==> src/rtl/usb_ep0_pkg.sv <==
package usb_ep0_pkg;
  typedef enum logic [1:0] {
    TOK_OUT   = 2'd0,
    TOK_IN    = 2'd1,
    TOK_SETUP = 2'd2,
    TOK_RSVD  = 2'd3
  } tok_e;

  typedef enum logic [2:0] {
    RSP_DATA0 = 3'd0,
    RSP_DATA1 = 3'd1,
    RSP_NAK   = 3'd2,
    RSP_STALL = 3'd3,
    RSP_PASS  = 3'd4
  } rsp_e;

  localparam logic [1:0] RA_CTRL  = 2'd0;
  localparam logic [1:0] RA_STAT  = 2'd1;
  localparam logic [1:0] RA_CMD   = 2'd2;
  localparam logic [1:0] RA_FADDR = 2'd3;

  localparam int CTL_STALL_B = 7;
  localparam int CTL_DEF_B   = 6;
  localparam int ST_ACK_B    = 6;
  localparam int ST_DONE_B   = 5;
  localparam int CMD_TOG_B   = 2;
  localparam int CMD_EN_B    = 0;
  localparam int FREE_W      = 4;
endpackage

==> src/rtl/ep0_fill_tracker.sv <==
module ep0_fill_tracker #(
  parameter int DEPTH = 8,
  localparam int CW = $clog2(DEPTH + 1)
) (
  input  logic          clk,
  input  logic          rst_n,
  input  logic          wr_valid,
  output logic          wr_ready,
  input  logic          rd_valid,
  output logic          rd_ready,
  output logic [CW-1:0] free_cnt
);
  logic [CW-1:0] held;
  logic wr_acc, rd_acc;

  assign wr_ready = (held != CW'(DEPTH));
  assign rd_ready = (held != '0);
  assign wr_acc   = wr_valid && wr_ready;
  assign rd_acc   = rd_valid && rd_ready;
  assign free_cnt = CW'(DEPTH) - held;

  always_ff @(posedge clk) begin
    if (!rst_n) begin
      held <= '0;
    end else if (wr_acc && !rd_acc) begin
      held <= held + CW'(1);
    end else if (rd_acc && !wr_acc) begin
      held <= held - CW'(1);
    end
  end

  AST_FREE_DROPS: assert property (@(posedge clk) disable iff (!rst_n)
    (wr_valid && wr_ready && !(rd_valid && rd_ready)) |=> free_cnt == $past(free_cnt) - CW'(1)) else $error("free count step");
  AST_FULL_HOLDS: assert property (@(posedge clk) disable iff (!rst_n)
    (!wr_ready && !rd_valid) |=> !wr_ready) else $error("accepted past full");
  AST_FREE_BOUND: assert property (@(posedge clk) disable iff (!rst_n)
    free_cnt <= CW'(DEPTH)) else $error("free over depth");
endmodule

==> src/rtl/ep0_csr.sv <==
module ep0_csr
  import usb_ep0_pkg::*;
#(
  parameter int ADDR_W = 7
) (
  input  logic              clk,
  input  logic              rst_n,
  input  logic              cpu_wr,
  input  logic              cpu_rd,
  input  logic [1:0]        cpu_addr,
  input  logic [7:0]        cpu_wdata,
  output logic [7:0]        cpu_rdata,
  input  logic [FREE_W-1:0] free_cnt,
  input  logic              pkt_sent,
  input  logic              stall_sent,
  input  logic              stall_was_in,
  input  logic              host_ack,
  output logic              stall_en,
  output logic              def_en,
  output logic              toggle,
  output logic              tx_en,
  output logic [ADDR_W-1:0] faddr
);
  logic tx_done, ack_stat;
  logic wr_ctrl, wr_cmd, wr_fa, rd_stat;

  assign wr_ctrl = cpu_wr && (cpu_addr == RA_CTRL);
  assign wr_cmd  = cpu_wr && (cpu_addr == RA_CMD);
  assign wr_fa   = cpu_wr && (cpu_addr == RA_FADDR);
  assign rd_stat = cpu_rd && (cpu_addr == RA_STAT);

  // control register: the endpoint number field is fixed at zero
  always_ff @(posedge clk) begin
    if (!rst_n) begin
      stall_en <= 1'b0;
      def_en   <= 1'b0;
    end else if (wr_ctrl) begin
      stall_en <= cpu_wdata[CTL_STALL_B];
      def_en   <= cpu_wdata[CTL_DEF_B];
    end else if (pkt_sent) begin
      def_en   <= 1'b0;
    end
  end

  // transmit command: one-shot enable, software-owned toggle
  always_ff @(posedge clk) begin
    if (!rst_n) begin
      tx_en  <= 1'b0;
      toggle <= 1'b0;
    end else if (wr_cmd) begin
      tx_en  <= cpu_wdata[CMD_EN_B];
      toggle <= cpu_wdata[CMD_TOG_B];
    end else if (pkt_sent || (stall_sent && stall_was_in)) begin
      tx_en  <= 1'b0;
    end
  end

  // status: a set event outranks the read-clear
  always_ff @(posedge clk) begin
    if (!rst_n) begin
      tx_done  <= 1'b0;
      ack_stat <= 1'b0;
    end else begin
      if (pkt_sent || stall_sent) tx_done <= 1'b1;
      else if (rd_stat)           tx_done <= 1'b0;
      if (host_ack)               ack_stat <= 1'b1;
      else if (rd_stat)           ack_stat <= 1'b0;
    end
  end

  always_ff @(posedge clk) begin
    if (!rst_n)     faddr <= '0;
    else if (wr_fa) faddr <= cpu_wdata[ADDR_W-1:0];
  end

  always_comb begin
    cpu_rdata = 8'h00;
    case (cpu_addr)
      RA_CTRL: begin
        cpu_rdata[CTL_STALL_B] = stall_en;
        cpu_rdata[CTL_DEF_B]   = def_en;
      end
      RA_STAT: begin
        cpu_rdata[ST_ACK_B]     = ack_stat;
        cpu_rdata[ST_DONE_B]    = tx_done;
        cpu_rdata[FREE_W-1:0]   = free_cnt;
      end
      RA_CMD: begin
        cpu_rdata[CMD_TOG_B] = toggle;
        cpu_rdata[CMD_EN_B]  = tx_en;
      end
      default: cpu_rdata[ADDR_W-1:0] = faddr;
    endcase
  end

  AST_DONE_ON_SEND: assert property (@(posedge clk) disable iff (!rst_n)
    (pkt_sent || stall_sent) |=> tx_done) else $error("done not set");
  AST_EN_DROPS: assert property (@(posedge clk) disable iff (!rst_n)
    (pkt_sent && !wr_cmd) |=> !tx_en) else $error("enable kept");
  AST_TOGGLE_SW_ONLY: assert property (@(posedge clk) disable iff (!rst_n)
    !wr_cmd |=> $stable(toggle)) else $error("toggle moved");
  AST_ACK_SURVIVES_READ: assert property (@(posedge clk) disable iff (!rst_n)
    (host_ack && rd_stat) |=> ack_stat) else $error("ack lost");
endmodule

==> src/rtl/ep0_responder.sv <==
module ep0_responder
  import usb_ep0_pkg::*;
#(
  parameter int ADDR_W = 7,
  parameter int EP_W   = 4
) (
  input  logic              clk,
  input  logic              rst_n,
  input  logic              tok_valid,
  input  logic [1:0]        tok_type,
  input  logic [ADDR_W-1:0] tok_addr,
  input  logic [EP_W-1:0]   tok_ep,
  input  logic              stall_en,
  input  logic              def_en,
  input  logic              tx_en,
  input  logic              toggle,
  input  logic              rx_en,
  input  logic [ADDR_W-1:0] faddr,
  input  logic              stall_sent,
  output logic              resp_valid,
  output logic [2:0]        resp_code,
  output logic              tx_start,
  output logic              rx_last,
  output logic              stall_was_in
);
  tok_e ty;
  rsp_e nxt;
  logic hit, tx_live, nxt_valid, nxt_start;

  assign ty      = tok_e'(tok_type);
  assign tx_live = tx_en && !rx_en;

  always_comb begin
    hit       = (tok_ep == '0) && (def_en ? (tok_addr == '0) : (tok_addr == faddr));
    nxt_valid = tok_valid && hit && (ty != TOK_RSVD);
    nxt       = RSP_PASS;
    nxt_start = 1'b0;
    case (ty)
      TOK_IN: begin
        if (!tx_live)      nxt = RSP_NAK;
        else if (stall_en) nxt = RSP_STALL;
        else begin
          nxt       = toggle ? RSP_DATA1 : RSP_DATA0;
          nxt_start = 1'b1;
        end
      end
      TOK_OUT: nxt = (stall_en && rx_en) ? RSP_STALL : RSP_PASS;
      default: nxt = RSP_PASS;
    endcase
  end

  always_ff @(posedge clk) begin
    if (!rst_n) begin
      resp_valid   <= 1'b0;
      resp_code    <= RSP_PASS;
      tx_start     <= 1'b0;
      rx_last      <= 1'b0;
      stall_was_in <= 1'b0;
    end else begin
      resp_valid <= nxt_valid;
      resp_code  <= nxt;
      tx_start   <= nxt_valid && nxt_start;
      rx_last    <= stall_sent;
      if (nxt_valid && (nxt == RSP_STALL)) stall_was_in <= (ty == TOK_IN);
    end
  end

  AST_SETUP_NEVER_STALLS: assert property (@(posedge clk) disable iff (!rst_n)
    (tok_valid && ty == TOK_SETUP) |=> resp_code != RSP_STALL) else $error("setup stalled");
  AST_START_WITH_DATA: assert property (@(posedge clk) disable iff (!rst_n)
    tx_start |-> (resp_valid && resp_code <= RSP_DATA1)) else $error("start without data");
  AST_RX_BLOCKS_TX: assert property (@(posedge clk) disable iff (!rst_n)
    (tok_valid && rx_en) |=> !tx_start) else $error("tx while rx");
  AST_FOREIGN_EP_SILENT: assert property (@(posedge clk) disable iff (!rst_n)
    (tok_valid && tok_ep != '0) |=> !resp_valid) else $error("foreign ep answered");
endmodule

==> src/rtl/usb_ep0_ctrl.sv <==
module usb_ep0_ctrl
  import usb_ep0_pkg::*;
#(
  parameter int ADDR_W     = 7,
  parameter int EP_W       = 4,
  parameter int FIFO_DEPTH = 8,
  localparam int CW = $clog2(FIFO_DEPTH + 1)
) (
  input  logic              clk,
  input  logic              rst_n,
  input  logic              cpu_wr,
  input  logic              cpu_rd,
  input  logic [1:0]        cpu_addr,
  input  logic [7:0]        cpu_wdata,
  output logic [7:0]        cpu_rdata,
  input  logic              tok_valid,
  input  logic [1:0]        tok_type,
  input  logic [ADDR_W-1:0] tok_addr,
  input  logic [EP_W-1:0]   tok_ep,
  input  logic              rx_en,
  input  logic              pkt_sent,
  input  logic              stall_sent,
  input  logic              host_ack,
  input  logic              fifo_wr_valid,
  output logic              fifo_wr_ready,
  input  logic              fifo_rd_valid,
  output logic              fifo_rd_ready,
  output logic              resp_valid,
  output logic [2:0]        resp_code,
  output logic              tx_start,
  output logic              rx_last
);
  logic [CW-1:0]     free_raw;
  logic [FREE_W-1:0] free_fld;
  logic stall_en, def_en, toggle, tx_en, stall_was_in;
  logic [ADDR_W-1:0] faddr;

  assign free_fld = FREE_W'(free_raw);

  ep0_fill_tracker #(.DEPTH(FIFO_DEPTH)) u_fill (
    .clk(clk), .rst_n(rst_n),
    .wr_valid(fifo_wr_valid), .wr_ready(fifo_wr_ready),
    .rd_valid(fifo_rd_valid), .rd_ready(fifo_rd_ready),
    .free_cnt(free_raw)
  );

  ep0_csr #(.ADDR_W(ADDR_W)) u_csr (
    .clk(clk), .rst_n(rst_n),
    .cpu_wr(cpu_wr), .cpu_rd(cpu_rd), .cpu_addr(cpu_addr),
    .cpu_wdata(cpu_wdata), .cpu_rdata(cpu_rdata),
    .free_cnt(free_fld), .pkt_sent(pkt_sent), .stall_sent(stall_sent),
    .stall_was_in(stall_was_in), .host_ack(host_ack),
    .stall_en(stall_en), .def_en(def_en), .toggle(toggle),
    .tx_en(tx_en), .faddr(faddr)
  );

  ep0_responder #(.ADDR_W(ADDR_W), .EP_W(EP_W)) u_resp (
    .clk(clk), .rst_n(rst_n),
    .tok_valid(tok_valid), .tok_type(tok_type), .tok_addr(tok_addr), .tok_ep(tok_ep),
    .stall_en(stall_en), .def_en(def_en), .tx_en(tx_en), .toggle(toggle),
    .rx_en(rx_en), .faddr(faddr), .stall_sent(stall_sent),
    .resp_valid(resp_valid), .resp_code(resp_code), .tx_start(tx_start),
    .rx_last(rx_last), .stall_was_in(stall_was_in)
  );

  AST_DEF_CLEARS_ON_SEND: assert property (@(posedge clk) disable iff (!rst_n)
    (pkt_sent && !(cpu_wr && cpu_addr == RA_CTRL)) |=> !def_en) else $error("override kept");
endmodule

==> config.mk <==
export PLATFORM = sky130hd
export DESIGN_NAME = usb_ep0_ctrl
export DESIGN_NICKNAME = d
export VERILOG_FILES = /design/src/rtl/usb_ep0_pkg.sv /design/src/rtl/ep0_fill_tracker.sv /design/src/rtl/ep0_csr.sv /design/src/rtl/ep0_responder.sv /design/src/rtl/usb_ep0_ctrl.sv
export SDC_FILE = /design/constraint.sdc
export NUM_CORES = 1
export LEC_CHECK = 0
export BUFFER_PORTS_ARGS = -buffer_cell sky130_fd_sc_hd__buf_2
export CAP_MARGIN = 0
export CORE_ASPECT_RATIO = 0.7
export CORE_UTILIZATION = 45
export DETAILED_ROUTE_END_ITERATION = 8
export GPL_TIMING_DRIVEN = 0
export HOLD_SLACK_MARGIN = 0.06
export PLACE_DENSITY = 0.85
export SLEW_MARGIN = 0
export SYNTH_ARGS = -nofsm -noshare
export SYNTH_HDL_FRONTEND = slang
export SYNTH_SLANG_ARGS = --single-unit
==> constraint.sdc <==
create_clock -name clk -period 2.75 [get_ports clk]
set_input_delay 0.55 -clock clk [delete_from_list [all_inputs] [get_ports clk]]
set_output_delay 0.55 -clock clk [all_outputs]
set_load 0.05 [all_outputs]
# ---- Word level (Yosys, flattened, before mapping)
# Index checks and enable logic that the tools add are counted.
dict set report word_totals {
  reg_bits 24
  inputBits 34
  out_inout_bits 16
  wordCells 83
}
dict set report op_classes {
  addsub 3
  eq_ne 8
  n_mux 26
  reduce_logical 33
}
# cell count
set op_table {}
lappend op_table {{1-bit logical AND} 16}
lappend op_table {{1-bit 2-to-1 mux} 14}
lappend op_table {{2-bit nonzero test} 5}
lappend op_table {{3-bit 2-to-1 mux} 3}
lappend op_table {{1-bit case mux with 3 select lines} 3}
lappend op_table {{4-bit 2-to-1 mux} 2}
lappend op_table {{7-bit equality test} 1}
lappend op_table {{7-bit logical NOT} 1}
lappend op_table {{1-bit case mux with 2 select lines} 3}
lappend op_table {{3-bit case mux with 2 select lines} 1}
lappend op_table {{4-bit by 1-bit adder with 4-bit output, second input constant} 1}
lappend op_table {{2-bit by 1-bit equality test with 1-bit output, second input constant} 2}
lappend op_table {{2-bit equality test, second input constant} 2}
lappend op_table {{2-bit logical NOT} 2}
lappend op_table {{4-bit logical NOT} 1}
lappend op_table {{4-bit inequality test, second input constant} 1}
lappend op_table {{4-bit nonzero test} 1}
lappend op_table {{4-bit by 1-bit subtractor with 4-bit output, second input constant} 1}
lappend op_table {{4-bit subtractor, first input constant} 1}
lappend op_table {{3-bit by 2-bit equality test with 1-bit output, second input constant} 1}
lappend op_table {{1-bit logical NOT} 3}
lappend op_table {{3-bit OR reduction} 1}
lappend op_table {{1-bit logical OR} 2}
lappend op_table {{2-bit inequality test, second input constant} 1}
lappend op_table {{2-bit OR reduction} 1}

# ---- Logic depth before layout (Yosys ltp)
dict set report logic_depth {
  word_depth 6
  mapped_depth 13
  ltp_nobuf 13
}

# ---- Modules after synthesis
# A second synthesis with hierarchy kept.
dict set report hier_totals {
  cells_unflattened 143
  hier_area_um2 1385.1
}
# module instances cells_each area_each_um2 seq_area_each_um2
set modules_own_cells {}
lappend modules_own_cells {ep0_csr 1 66 663.1 260.2}
lappend modules_own_cells {ep0_responder 1 39 372.9 140.1}
lappend modules_own_cells {ep0_fill_tracker 1 38 349.1 80.1}

# ---- Worst setup path after synthesis
# Ideal clock, no wire load.
dict set report synth_path {
  path_kind {reg2reg}
  start {register u_fill.held[0]}
  end {register u_fill.held[3]}
  setup_time_ns 0.070
  arrival_ns 2.705
  t_required_ns 2.680
  slack_ns -0.025
  stages_incl_launch_ff 14
  n_path_buf 0
  synth_period_minus_slack_ns 2.775
  cell_sequence {dfxtp_1 > inv_1 > ha_1 > nor2b_1 > nand2_1 > and2_1 > ha_1 > inv_1 > ha_1 > a21o_1 > a21oi_1 > xnor2_1 > or3_1 > a21boi_1}
}
dict set report synth_between {
  elab_chain_cells 5
  word_cells_on_any_way 13
  cone_classes {add/sub: 2; eq/ne: 1; mux: 2; reduce/logical: 8}
}
# element line_no
set synth_rtl {}
lappend synth_rtl {{start, declared} ep0_fill_tracker.sv:13} ;# logic [CW-1:0] held;
lappend synth_rtl {{start signal, assigned} ep0_fill_tracker.sv:26} ;# held <= held + CW'(1);
lappend synth_rtl {{start signal, assigned} ep0_fill_tracker.sv:28} ;# held <= held - CW'(1);
lappend synth_rtl {{4-bit inequality test *} ep0_fill_tracker.sv:16} ;# assign wr_ready = (held != CW'(DEPTH));
lappend synth_rtl {{net fifo_wr_ready} usb_ep0_ctrl.sv:25} ;# output logic fifo_wr_ready,
lappend synth_rtl {{1-bit logical AND *} ep0_fill_tracker.sv:18} ;# assign wr_acc = wr_valid && wr_ready;
lappend synth_rtl {{1-bit logical NOT} ep0_fill_tracker.sv:27} ;# end else if (rd_acc && !wr_acc) begin
lappend synth_rtl {{1-bit logical AND} ep0_fill_tracker.sv:27}
lappend synth_rtl {{2-bit nonzero test (no source line)} -}
# The timed path passes the listed nets; every way through them passes the cells marked *. The select of a mux whose other input is x is not followed.
# A chain may end at the register's enable or synchronous reset.

# ---- Worst setup path in the final report
dict set report layout_path {
  start {register u_fill.held[0]}
  end {register u_fill.held[3]}
}
dict set report layout_between {
  elab_chain_cells 5
  word_cells_on_any_way 13
  cone_classes {add/sub: 2; eq/ne: 1; mux: 2; reduce/logical: 8}
}
# element
set layout_rtl {}
lappend layout_rtl {{parallel branches: the longest is 5 deep, another holds 4-bit by 1-bit subtractor with 4-bit output}}
# Parallel ways; which one is timed is not known. The select of a mux whose other input is x is not followed.

==> impl_results.md <==
- Post_cts resized: 0
- Filler Cell Count: 243
- Worst EP arrival: 2.79 ns
- Drt initial violations: 29
- Initial Utilization: 47.7%
- Mapped cell area: 1350 µm²
- Worst-Skew Late Latency: 0.28 ns
- Hold buffer count at CTS: 0
- Worst-path clk slew: 0.09 ns
- DRT antenna net count: 0
- Clk sink count: 24
- Data required, critical path: 2.95 ns
- Count of state elements after synthesis: 24
- Setup TNS: 0 ns
- Port Buffers: 48
- Final Non-Filler Cells: 236
- Rows: 16
- ANT cells: 0
- Die ar.: 3220 µm²
- Slew Limit Fails: 0
- Residual DRC count: 0
- CTS root buf: clkbuf_8
- Worst VDD drop: 0.404 mV
- Die height: 47.8 µm
- CP max FO: 6
- CP Launch Type: register
- H-tree depth: 1
- CTS tree: yes
- Die Wd: 67.4 µm
- I/O pin count: 50
- CP Capture Type: register
- Final Wtd Congestion: 0.910
- Total power: 1.40 mW
- Ys Warns: 0
- Commonest non-fill, non-tap cell in the layout: buf_2
- Min cycle time layout: 2.58 ns
- DR pass1 iterations: 4
- Initial antenna violation count: 0
- Setup slack after layout: 0.166 ns
- GRT Util Overall: 19.6%
- Final worst clock skew: 0.0140 ns
- Slew HR: 68.0%
- Final hold vios: 0
- Worst slack, placed: 0.105 ns
- Largest net degree at the start of global routing: 15
- Commonest cells after routing, fill and taps aside: buf_2, dfxtp_1, nor2b_1, mux2i_1, nand2_1
- Cells after Synth: 148
- Post-CTS Setup Bufs: 0
- CTS buffer count: 3
- Run status: finished clean
- Syn_nets: 187
- Kind of critical path: reg2reg
- Util after Layout: 60.7%
- Mean Syn Cell Area: 9.10 µm²
- Hold slack final: 0.470 ns
- Maximum clock frequency: 387 MHz
- Global-route wire length before repair: 4510 µm
- Register area share after synthesis: 35.7%
- Avg WL per Cell: 13.0 µm
- Synthesis-to-finish area growth: 27.2%
- Power per cell area: 815 nW/µm²
- Detailed Place HPWL: 2350 µm
- Via Count: 1204
- Lkg Pwr: 0.782 nW
- Vias in the first global route: 1003
- Worst Hold Class: reg2reg
- Placed inst area: 1640 µm²
- Max cap viols: 0
- Yosys cell types: 33
- Total core area: 2820 µm²
- GRT overflow: 0
- Tcrit/Tclk final: 94.0%
- Worst Max-Slew Pin Slew: 0.479 ns
- Placed insts: 232
- Final net count: 240
- Vias per cell: 5.10
- Fraction of layout cells with a size suffix above 1: 30.5%
- Final setup vio count: 0
- CTS max path bufs: 2
- Final instance area: 1710 µm²
- Final WL: 3070 µm
area by class of cell:
cell class                 count  area (µm²)  share of cell area [%]
clock buffer                   3        41.3                    2.41
buffer                         5        18.8                    1.10
tap                           36        45.0                    2.63
sequential                    24         483                    28.2
timing repair buffer          48         240                    14.0
clock inverter                 1        30.0                    1.75
multi-input combinational    114         836                    48.8
inverter                       5        18.8                    1.10
cell families (layout without fill, tap and decap cells):
kind of cell    count (synthesis)  after routing  synth area share, %
xor+xnor                       12             12                 7.81
flops                          24             24                 35.7
simple gates                   61             61                 26.4
fa+ha+maj                       5              5                 5.20
buf+inv                        10             62                 2.79
compound gates                 22             22                 11.7
mux                            14             14                 10.4
where the power goes:
group          internal [mW]  switching, mW  total (mW)
combinational          0.262          0.371       0.633
sequential             0.391         0.0573       0.448
clock                  0.195          0.119       0.314
total                  0.848          0.547        1.40
state kept, by name, indices dropped and copies added (netlist names):
signal,cells
u_resp.stall_was_in,1
u_resp.rx_last,1
u_csr.stall_en,1
u_csr.tx_done,1
u_csr.faddr,7
u_csr.ack_stat,1
u_resp.tx_start,1
u_csr.toggle,1
u_resp.resp_valid,1
u_csr.tx_en,1
u_csr.def_en,1
u_resp.resp_code,3
u_fill.held,4
cell usage after synthesis, drive strengths merged:
library cell | n | area [µm²]
a211oi | 2 | 15.0
a21boi | 2 | 15.0
a21o | 1 | 7.51
a21oi | 6 | 30.0
a22o | 2 | 17.5
a41oi | 1 | 16.3
and2 | 4 | 25.0
and3 | 1 | 6.26
clkbuf | 5 | 18.8
dfxtp | 24 | 480
fa | 1 | 20.0
ha | 4 | 50.1
inv | 5 | 18.8
mux2i | 14 | 140
nand2 | 12 | 45.0
nand2b | 3 | 18.8
nand3 | 3 | 15.0
nand3b | 3 | 22.5
nand4 | 2 | 12.5
nor2 | 1 | 3.75
nor2b | 18 | 113
nor3 | 4 | 25.0
nor3b | 4 | 30.0
nor4 | 2 | 12.5
o211a | 1 | 10.0
o21ai | 6 | 30.0
o41ai | 1 | 16.3
or2 | 1 | 6.26
or3 | 2 | 12.5
or4 | 1 | 7.51
xnor2 | 6 | 52.6
xor2 | 6 | 52.6
path summary, 6_finish.rpt:
path	startpoint	endpoint	slack, ns	cells after the start
hold / removal	u_resp.stall_was_in$_SDFFE_PN0P_	u_resp.stall_was_in$_SDFFE_PN0P_	0.47	2
hold reg to reg	u_resp.stall_was_in$_SDFFE_PN0P_	u_resp.stall_was_in$_SDFFE_PN0P_	0.47	2
setup reg to reg	u_fill.held[0]$_SDFFE_PN0P_	u_fill.held[3]$_SDFFE_PN0P_	0.17	13
setup / recovery	u_fill.held[0]$_SDFFE_PN0P_	u_fill.held[3]$_SDFFE_PN0P_	0.17	13
routing by layer:
metal	share of wire, %	wire [µm]	global-route usage (%)	up-vias
met4	0.33	10	4.26	0
met2	45	1370	31.0	33
met3	5.0	153	6.19	3
li1	-	-	-	621
met1	50	1540	26.4	547
met5	0	0	0	-
critical path, stage by stage (launching register included):
cell and delay [ns]:
dfxtp_2 0.41, inv_1 0.07, ha_1 0.22, nor2b_2 0.17
nand2_2 0.08, and2_1 0.12, ha_1 0.18, inv_1 0.09
ha_1 0.28, a21o_1 0.18, a21oi_1 0.18, xnor2_1 0.09
or3_1 0.30, a21boi_1 0.13
Note: power is estimated with default switching activity, not from simulation.
